## config.mk

```make
export PLATFORM = sky130hd
export DESIGN_NAME = agc_gain_ctrl
export DESIGN_NICKNAME = d
export VERILOG_FILES = /design/src/rtl/agc_pkg.sv /design/src/rtl/agc_ctrl.sv /design/src/rtl/agc_datapath.sv /design/src/rtl/agc_decoder.sv /design/src/rtl/agc_gain_ctrl.sv
export SDC_FILE = /design/constraint.sdc
export NUM_CORES = 1
export LEC_CHECK = 0
export ABC_AREA = 0
export BUFFER_PORTS_ARGS = -buffer_cell sky130_fd_sc_hd__buf_2
export CAP_MARGIN = 0
export CORE_MARGIN = 8
export CORE_UTILIZATION = 35
export CTS_CLUSTER_DIAMETER = 80
export DETAILED_ROUTE_END_ITERATION = 8
export GPL_TIMING_DRIVEN = 0
export PLACE_DENSITY = 0.58
export SYNTH_ARGS = -nofsm -noshare
export SYNTH_HDL_FRONTEND = slang
export SYNTH_SLANG_ARGS = --single-unit
```

## constraint.sdc

```tcl
create_clock -name clk -period 12.5 [get_ports clk]
set_input_delay 1.875 -clock clk [delete_from_list [all_inputs] [get_ports clk]]
set_output_delay 1.875 -clock clk [all_outputs]
set_load 0.03 [all_outputs]
```

## src/rtl/agc_pkg.sv

```systemverilog
package agc_pkg;
  localparam int NUM_COARSE = 2;

  typedef struct packed {
    logic accumEn;     // sample accepted this cycle
    logic windowLast;  // accepted sample closes the window
    logic applyGain;   // window energy is ready, step the gain
  } agcStrobe_t;
endpackage

```

## src/rtl/agc_ctrl.sv

```systemverilog
module agc_ctrl
  import agc_pkg::*;
#(
  parameter int LEN_W = 12
) (
  input  logic             clk,
  input  logic             rst,
  input  logic             sampleValid,
  input  logic [LEN_W-1:0] symbolLen,
  output agcStrobe_t       strobe
);
  logic [LEN_W-1:0] sampleCnt;
  logic [LEN_W-1:0] lastIdx;
  logic             isLast;
  logic             applyQ;

  always_comb begin
    lastIdx = (symbolLen == '0) ? '0 : symbolLen - 1'b1;
    isLast  = (sampleCnt >= lastIdx);
  end

  always_ff @(posedge clk) begin
    if (rst) begin
      sampleCnt <= '0;
      applyQ    <= 1'b0;
    end else begin
      applyQ <= sampleValid && isLast;
      if (sampleValid) sampleCnt <= isLast ? '0 : sampleCnt + 1'b1;
    end
  end

  always_comb begin
    strobe.accumEn    = sampleValid;
    strobe.windowLast = sampleValid && isLast;
    strobe.applyGain  = applyQ;
  end


  cnt_advance_chk: assert property (@(posedge clk) disable iff (rst)
    (sampleValid && !isLast) |=> (sampleCnt == $past(sampleCnt) + 1'b1));


  cnt_hold_chk: assert property (@(posedge clk) disable iff (rst)
    !sampleValid |=> $stable(sampleCnt));
endmodule

```

## src/rtl/agc_datapath.sv

```systemverilog
module agc_datapath
  import agc_pkg::*;
#(
  parameter int SAMPLE_W = 10,
  parameter int LEN_W    = 12,
  parameter int SHIFT_W  = 4,
  parameter int GAIN_W   = 6,
  parameter int GAIN_MAX = 51,
  parameter int MAX_STEP = 8,
  localparam int ACC_W   = 2*SAMPLE_W - 1 + LEN_W,
  localparam int ERR_W   = ACC_W + 2,
  localparam int STEP_W  = GAIN_W + 2
) (
  input  logic                       clk,
  input  logic                       rst,
  input  agcStrobe_t                 strobe,
  input  logic signed [SAMPLE_W-1:0] sampleData,
  input  logic [ACC_W-1:0]           refPower,
  input  logic [SHIFT_W-1:0]         shiftK,
  input  logic [GAIN_W-1:0]          initGain,
  output logic [GAIN_W-1:0]          gainCode,
  output logic                       gainUpdate
);
  localparam logic signed [ERR_W-1:0]  STEP_HI  = ERR_W'(MAX_STEP);
  localparam logic signed [ERR_W-1:0]  STEP_LO  = -ERR_W'(MAX_STEP);
  localparam logic [GAIN_W-1:0]        GMAX_U   = GAIN_W'(GAIN_MAX);
  localparam logic signed [STEP_W:0]   GMAX_S   = (STEP_W+1)'(GAIN_MAX);

  logic signed [2*SAMPLE_W-1:0] prod;
  logic [ACC_W-1:0]             accReg, energyReg, sumNext;
  logic [GAIN_W-1:0]            gainReg, gainNext, initClamp;
  logic signed [ERR_W-1:0]      errVal, half, errRound, shifted;
  logic signed [STEP_W-1:0]     stepVal;
  logic signed [STEP_W:0]       gainExt, stepExt, gainWide;
  logic                         updQ;

  always_comb begin
    prod      = sampleData * sampleData;
    sumNext   = accReg + ACC_W'($unsigned(prod));
    initClamp = (initGain > GMAX_U) ? GMAX_U : initGain;
  end

  // error scaling, rounding and saturation
  always_comb begin
    errVal   = $signed({2'b00, energyReg}) - $signed({2'b00, refPower});
    half     = (shiftK == '0) ? '0 : (ERR_W'(1) << (shiftK - 1'b1));
    errRound = errVal + half;
    shifted  = errRound >>> shiftK;
    if (shifted > STEP_HI)      stepVal = STEP_W'(STEP_HI);
    else if (shifted < STEP_LO) stepVal = STEP_W'(STEP_LO);
    else                        stepVal = STEP_W'(shifted);
  end

  // gain step and range clamp
  always_comb begin
    gainExt  = $signed({{(STEP_W+1-GAIN_W){1'b0}}, gainReg});
    stepExt  = {stepVal[STEP_W-1], stepVal};
    gainWide = gainExt - stepExt;
    if (gainWide < 0)           gainNext = '0;
    else if (gainWide > GMAX_S) gainNext = GMAX_U;
    else                        gainNext = gainWide[GAIN_W-1:0];
  end

  always_ff @(posedge clk) begin
    if (rst) begin
      accReg    <= '0;
      energyReg <= '0;
      gainReg   <= initClamp;
      updQ      <= 1'b0;
    end else begin
      if (strobe.accumEn)    accReg <= strobe.windowLast ? '0 : sumNext;
      if (strobe.windowLast) energyReg <= sumNext;
      if (strobe.applyGain)  gainReg <= gainNext;
      updQ <= strobe.applyGain;
    end
  end

  assign gainCode   = gainReg;
  assign gainUpdate = updQ;


  gain_range_chk: assert property (@(posedge clk) disable iff (rst)
    strobe.accumEn |-> (gainReg <= GMAX_U));


  step_limit_chk: assert property (@(posedge clk) disable iff (rst)
    strobe.applyGain |=> ((int'(gainReg) <= int'($past(gainReg)) + MAX_STEP) &&
                          (int'($past(gainReg)) <= int'(gainReg) + MAX_STEP)));


  gain_hold_chk: assert property (@(posedge clk) disable iff (rst)
    !strobe.applyGain |=> $stable(gainReg));


  no_overflow_chk: assert property (@(posedge clk) disable iff (rst)
    (strobe.accumEn && !strobe.windowLast) |=> (accReg >= $past(accReg)));


  window_restart_chk: assert property (@(posedge clk) disable iff (rst)
    strobe.windowLast |=> (accReg == '0));
endmodule

```

## src/rtl/agc_decoder.sv

```systemverilog
module agc_decoder
  import agc_pkg::*;
#(
  parameter int GAIN_W     = 6,
  parameter int STAGE_W    = 3,
  parameter int FINE_STEPS = 6,
  parameter int COARSE_MAX = 4
) (
  input  logic [GAIN_W-1:0]             gainCode,
  output logic [NUM_COARSE*STAGE_W-1:0] coarseCodes,
  output logic [STAGE_W-1:0]            fineCode
);
  logic [GAIN_W-1:0] coarseSteps;

  always_comb begin
    coarseSteps = gainCode / GAIN_W'(FINE_STEPS);
    fineCode    = STAGE_W'(gainCode % GAIN_W'(FINE_STEPS));
  end

  // stages fill in order: each takes up to COARSE_MAX steps
  for (genvar s = 0; s < NUM_COARSE; s++) begin : g_stage
    localparam logic [GAIN_W-1:0] BASE = GAIN_W'(s * COARSE_MAX);
    localparam logic [GAIN_W-1:0] TOP  = GAIN_W'((s + 1) * COARSE_MAX);
    logic [GAIN_W-1:0] remain;
    always_comb begin
      if (coarseSteps <= BASE)     remain = '0;
      else if (coarseSteps >= TOP) remain = GAIN_W'(COARSE_MAX);
      else                         remain = coarseSteps - BASE;
      coarseCodes[s*STAGE_W +: STAGE_W] = STAGE_W'(remain);
    end
  end
endmodule

```

## src/rtl/agc_gain_ctrl.sv

```systemverilog
module agc_gain_ctrl
  import agc_pkg::*;
#(
  parameter int SAMPLE_W   = 10,
  parameter int LEN_W      = 12,
  parameter int SHIFT_W    = 4,
  parameter int GAIN_W     = 6,
  parameter int GAIN_MAX   = 51,
  parameter int MAX_STEP   = 8,
  parameter int STAGE_W    = 3,
  parameter int FINE_STEPS = 6,
  parameter int COARSE_MAX = 4,
  localparam int ACC_W     = 2*SAMPLE_W - 1 + LEN_W
) (
  input  logic                clk,
  input  logic                rst,
  input  logic [GAIN_W-1:0]   initGain,
  input  logic                sampleValid,
  input  logic [SAMPLE_W-1:0] sampleData,
  input  logic [LEN_W-1:0]    symbolLen,
  input  logic [ACC_W-1:0]    refPower,
  input  logic [SHIFT_W-1:0]  shiftK,
  output logic [GAIN_W-1:0]   gainCode,
  output logic [STAGE_W-1:0]  coarseA,
  output logic [STAGE_W-1:0]  coarseB,
  output logic [STAGE_W-1:0]  fineCode,
  output logic                gainUpdate
);
  agcStrobe_t                    strobe;
  logic [NUM_COARSE*STAGE_W-1:0] coarseCodes;

  agc_ctrl #(.LEN_W(LEN_W)) i_ctrl (
    .clk(clk), .rst(rst), .sampleValid(sampleValid),
    .symbolLen(symbolLen), .strobe(strobe)
  );

  agc_datapath #(
    .SAMPLE_W(SAMPLE_W), .LEN_W(LEN_W), .SHIFT_W(SHIFT_W),
    .GAIN_W(GAIN_W), .GAIN_MAX(GAIN_MAX), .MAX_STEP(MAX_STEP)
  ) i_datapath (
    .clk(clk), .rst(rst), .strobe(strobe),
    .sampleData($signed(sampleData)), .refPower(refPower), .shiftK(shiftK),
    .initGain(initGain), .gainCode(gainCode), .gainUpdate(gainUpdate)
  );

  agc_decoder #(
    .GAIN_W(GAIN_W), .STAGE_W(STAGE_W),
    .FINE_STEPS(FINE_STEPS), .COARSE_MAX(COARSE_MAX)
  ) i_decoder (
    .gainCode(gainCode), .coarseCodes(coarseCodes), .fineCode(fineCode)
  );

  assign coarseA = coarseCodes[STAGE_W-1:0];
  assign coarseB = coarseCodes[2*STAGE_W-1:STAGE_W];


  decode_sum_chk: assert property (@(posedge clk) disable iff (rst)
    sampleValid |-> (int'(gainCode) == FINE_STEPS * (int'(coarseA) + int'(coarseB)) + int'(fineCode)));


  coarse_order_chk: assert property (@(posedge clk) disable iff (rst)
    (coarseB != '0) |-> (int'(coarseA) == COARSE_MAX));


  fine_range_chk: assert property (@(posedge clk) disable iff (rst)
    gainUpdate |-> (int'(fineCode) < FINE_STEPS));
endmodule

```

==> out/metrics.yaml <==
run_status:
  status: "finished, final reports clean"
global_route:
  gr-total-overflow: 0
  grt_pass1_vias: 13119
  grt_max_degree: 16
  grt_antenna_before_repair: 2
  grt_usage_pct: 17.5
  grt_pass1_wl_um: 68200
floorplan:
  core_mm2: 0.0405
  die_w_um: 218
  fp.dieArea_mm2: 0.0474
  pin_count: 82
  initial_core_util_pct: 35.2
  placementRows: 74
  die_h_um: 218
critical_path:
  critPathLaunchType: "primary input"
  worst-path-max-fanout: 10
  crit_buf_inv: 7
  critPathKind: "primary input to flop"
  crit_family: "compound AO/OA/AOI/OAI gates"
  cp_slowest_stage_delay_ns: 0.78
  critPathArrivalTime_ns: 11.75
  cp-end-kind: "flop"
  crit_required_ns: 12.61
  reg2reg_from: "i_datapath.energyReg[0]"
  rrSetupSlack_ns: 3.29
  path_common_cell: "a21oi_1"
  slowest_stage: "nor3_1"
  r2r_end: "i_datapath.gainCode[1]"
  rr_worst_depth: 34
hold_path:
  worstHoldPathType: "flop to flop"
  whs_endpoint: "i_datapath.gainUpdate"
  hold_start: "i_ctrl.applyQ"
  min_path_cells: 1
final_layout:
  drive_gt1_share_pct: 9.51
  n_fill_cell: 4226
  area_growth_pct: 9.58
  final_nets: 2234
clocking:
  post_cts_buffers: 0
  cts_tree: "built"
  clock_latency_ns: 0.36
  cts_root_buf: "clkbuf_16"
  path_clk_slew_ns: 0.07
  numCtsBuffers: 9
  cts-hold-fix-buffers: 0
  max-clock-path-buffers: 2
  clkSinkCount: 82
  cts-resized-gates: 0
  cts-htree-levels: 3
yosys:
  synth_compound_area_share_pct: 22.4
  synthDistinctLibCells: 111
  syn_nets: 2145
  avgSynthCellArea_um2: 7.65
  ys_seq_elements: 82
  synth.mux.area_fraction_pct: 4.46
  synth_fa_ha_area_share_pct: 23.6
  synth_xor_area_share_pct: 7.32
  ys_dominant_reg_cell: "dfxtp_1"
  synth.yosys.seq_area_share_pct: 11.9
  synth_enable_flop_cells: 6
  synth_area_mm2: 0.0142
  synth_top_family_by_area: "adder cells"
  yosys.area_share.simple_pct: 22.9
  ys_warn_count: 0
  synthArstFlopShare_pct: 0
  synthCells: 1861
job:
  max-cap-violations: 0
placement:
  gp_congestion: 0.919
  portBuffers: 77
  detailed_place_hpwl_um: 35900
timing:
  maxSlewViolCount: 0
  tightest_slew_ns: 0.987
  fin_crit_ns: 11.64
  finalHoldViolations: 0
  setup_tns_ns: 0
  rsz0062_at_grt: "no"
  fin_crit_sh_pct: 93.1
  fmax_ghz: 0.0859
  final-setup-viol-count: 0
  slew_headroom_pct: 33.3
  fin_skew_ns: 0.0151
routing:
  wl_per_cell_um: 17.1
  via_per_inst: 5.48
  wirelength_um: 42600
  drc: 0
  dr.pass1.iters: 6
  ant_nets: 0
  via_count: 13636
  drt_iter0_markers: 1109
power_and_ir_drop:
  ir_worst_vdd_v: 0.000310
  p_leak_uw: 0.00685
  power_density_mw_per_mm2: 186
  total_power_uw: 2900
==> cells in the final DEF (no fill, tap or decap), drive strengths merged, types with 34 or more instances in the layout <==
cell,Yosys,routed
nand2,178,178
inv,165,169
nor2,168,168
a21oi,156,156
ha,135,135
buf,28,106
fa,83,83
xnor2,79,79
o21ai,77,77
dfxtp,76,76
clkbuf,56,67
nand3,63,63
nand2b,49,49
nor3,44,44
xor2,40,40
and2,38,38
mux2i,35,35
a21o,34,34
==> area by class of cell <==
type,instances,area (um^2),area share [%]
Antenna cell,2,5.00,0.0321
Inverter,168,631,4.04
Multi-Input combinational cell,1526,11500,73.7
Buffer,85,413,2.65
Clock inverter,5,40.0,0.257
Clock buffer,11,264,1.69
Timing Repair Buffer,78,390,2.50
Tap cell,532,666,4.26
Sequential cell,82,1700,10.9
==> registers in the layout, summed over array words and instances (netlist names) <==
register               cells
i_datapath.accReg         31
i_datapath.energyReg      31
i_ctrl.sampleCnt          12
i_datapath.gainCode        6
i_ctrl.applyQ              1
i_datapath.gainUpdate      1
==> synthesized netlist by cell type, types with 42 or more instances <==
| cell type | n | share of area, % |
|---|---|---|
| ha_1 | 135 | 12 |
| o21ai_0 | 67 | 2.4 |
| dfxtp_1 | 76 | 11 |
| xnor2_1 | 79 | 4.9 |
| nor2_1 | 167 | 4.4 |
| a21oi_1 | 154 | 5.4 |
| nor3_1 | 42 | 1.5 |
| nand3_1 | 63 | 2.2 |
| nand2_1 | 177 | 4.7 |
| nand2b_1 | 49 | 2.2 |
| inv_1 | 165 | 4.3 |
| clkbuf_1 | 55 | 1.4 |
| fa_1 | 83 | 12 |
==> per-layer routing <==
metal / global-route usage [%] / up-vias / wire (um)
li1: - / 6741 / -
met3: 1.32 / 46 / 1310
met5: 0 / - / 0
met4: 4.94 / 0 / 873
met2: 30.9 / 305 / 21000
met1: 22.6 / 6544 / 19400
==> cells by family after synthesis <==
group,after synthesis
and+or+nand+nor,663
AOI/OAI and AO/OA,470
buffers and inverters,253
adders and majority gates,219
xor gates and xnor gates,119
DFF,82
muxes,54
other,1
==> worst max path at each step <==
| stage | slack, ns | end | startpoint | cells after the start |
|---|---|---|---|---|
| finish | 0.86 | i_datapath.gainCode[1] | shiftK[0] | 36 |
| global route | 0.28 | i_datapath.gainCode[1] | shiftK[0] | 36 |
| CTS | 1.11 | i_datapath.gainCode[1] | shiftK[0] | 36 |
| detailed placement | 0.79 | i_datapath.gainCode[1] | shiftK[0] | 36 |
| global placement | 0.78 | i_datapath.gainCode[1] | shiftK[0] | 36 |
| floorplan | 2.72 | i_datapath.gainCode[1] | shiftK[0] | 36 |
==> report_power, final <==
group	internal (uW)	switching, uW	leakage [uW]	total, uW
Sequential	290	14.4	0.000674	304
Combinational	949	1370	0.00602	2320
Clock	155	119	0.000152	274
==> through the flow <==
stage                     util (%)  hold WS (ns)  area (um^2)  setup WS (ns)  cells
after global placement        37.8         0.452        15300          0.780   2470
after floorplan                  -         0.429        14200           2.72   1861
after detailed placement      37.8         0.446        15300          0.790   2471
final                         38.6         0.453        15600          0.859   2489
after CTS                     38.6         0.455        15600           1.11   2487
after global routing          38.6         0.465        15600          0.275   2489
Power figures use the tool's default switching activity.
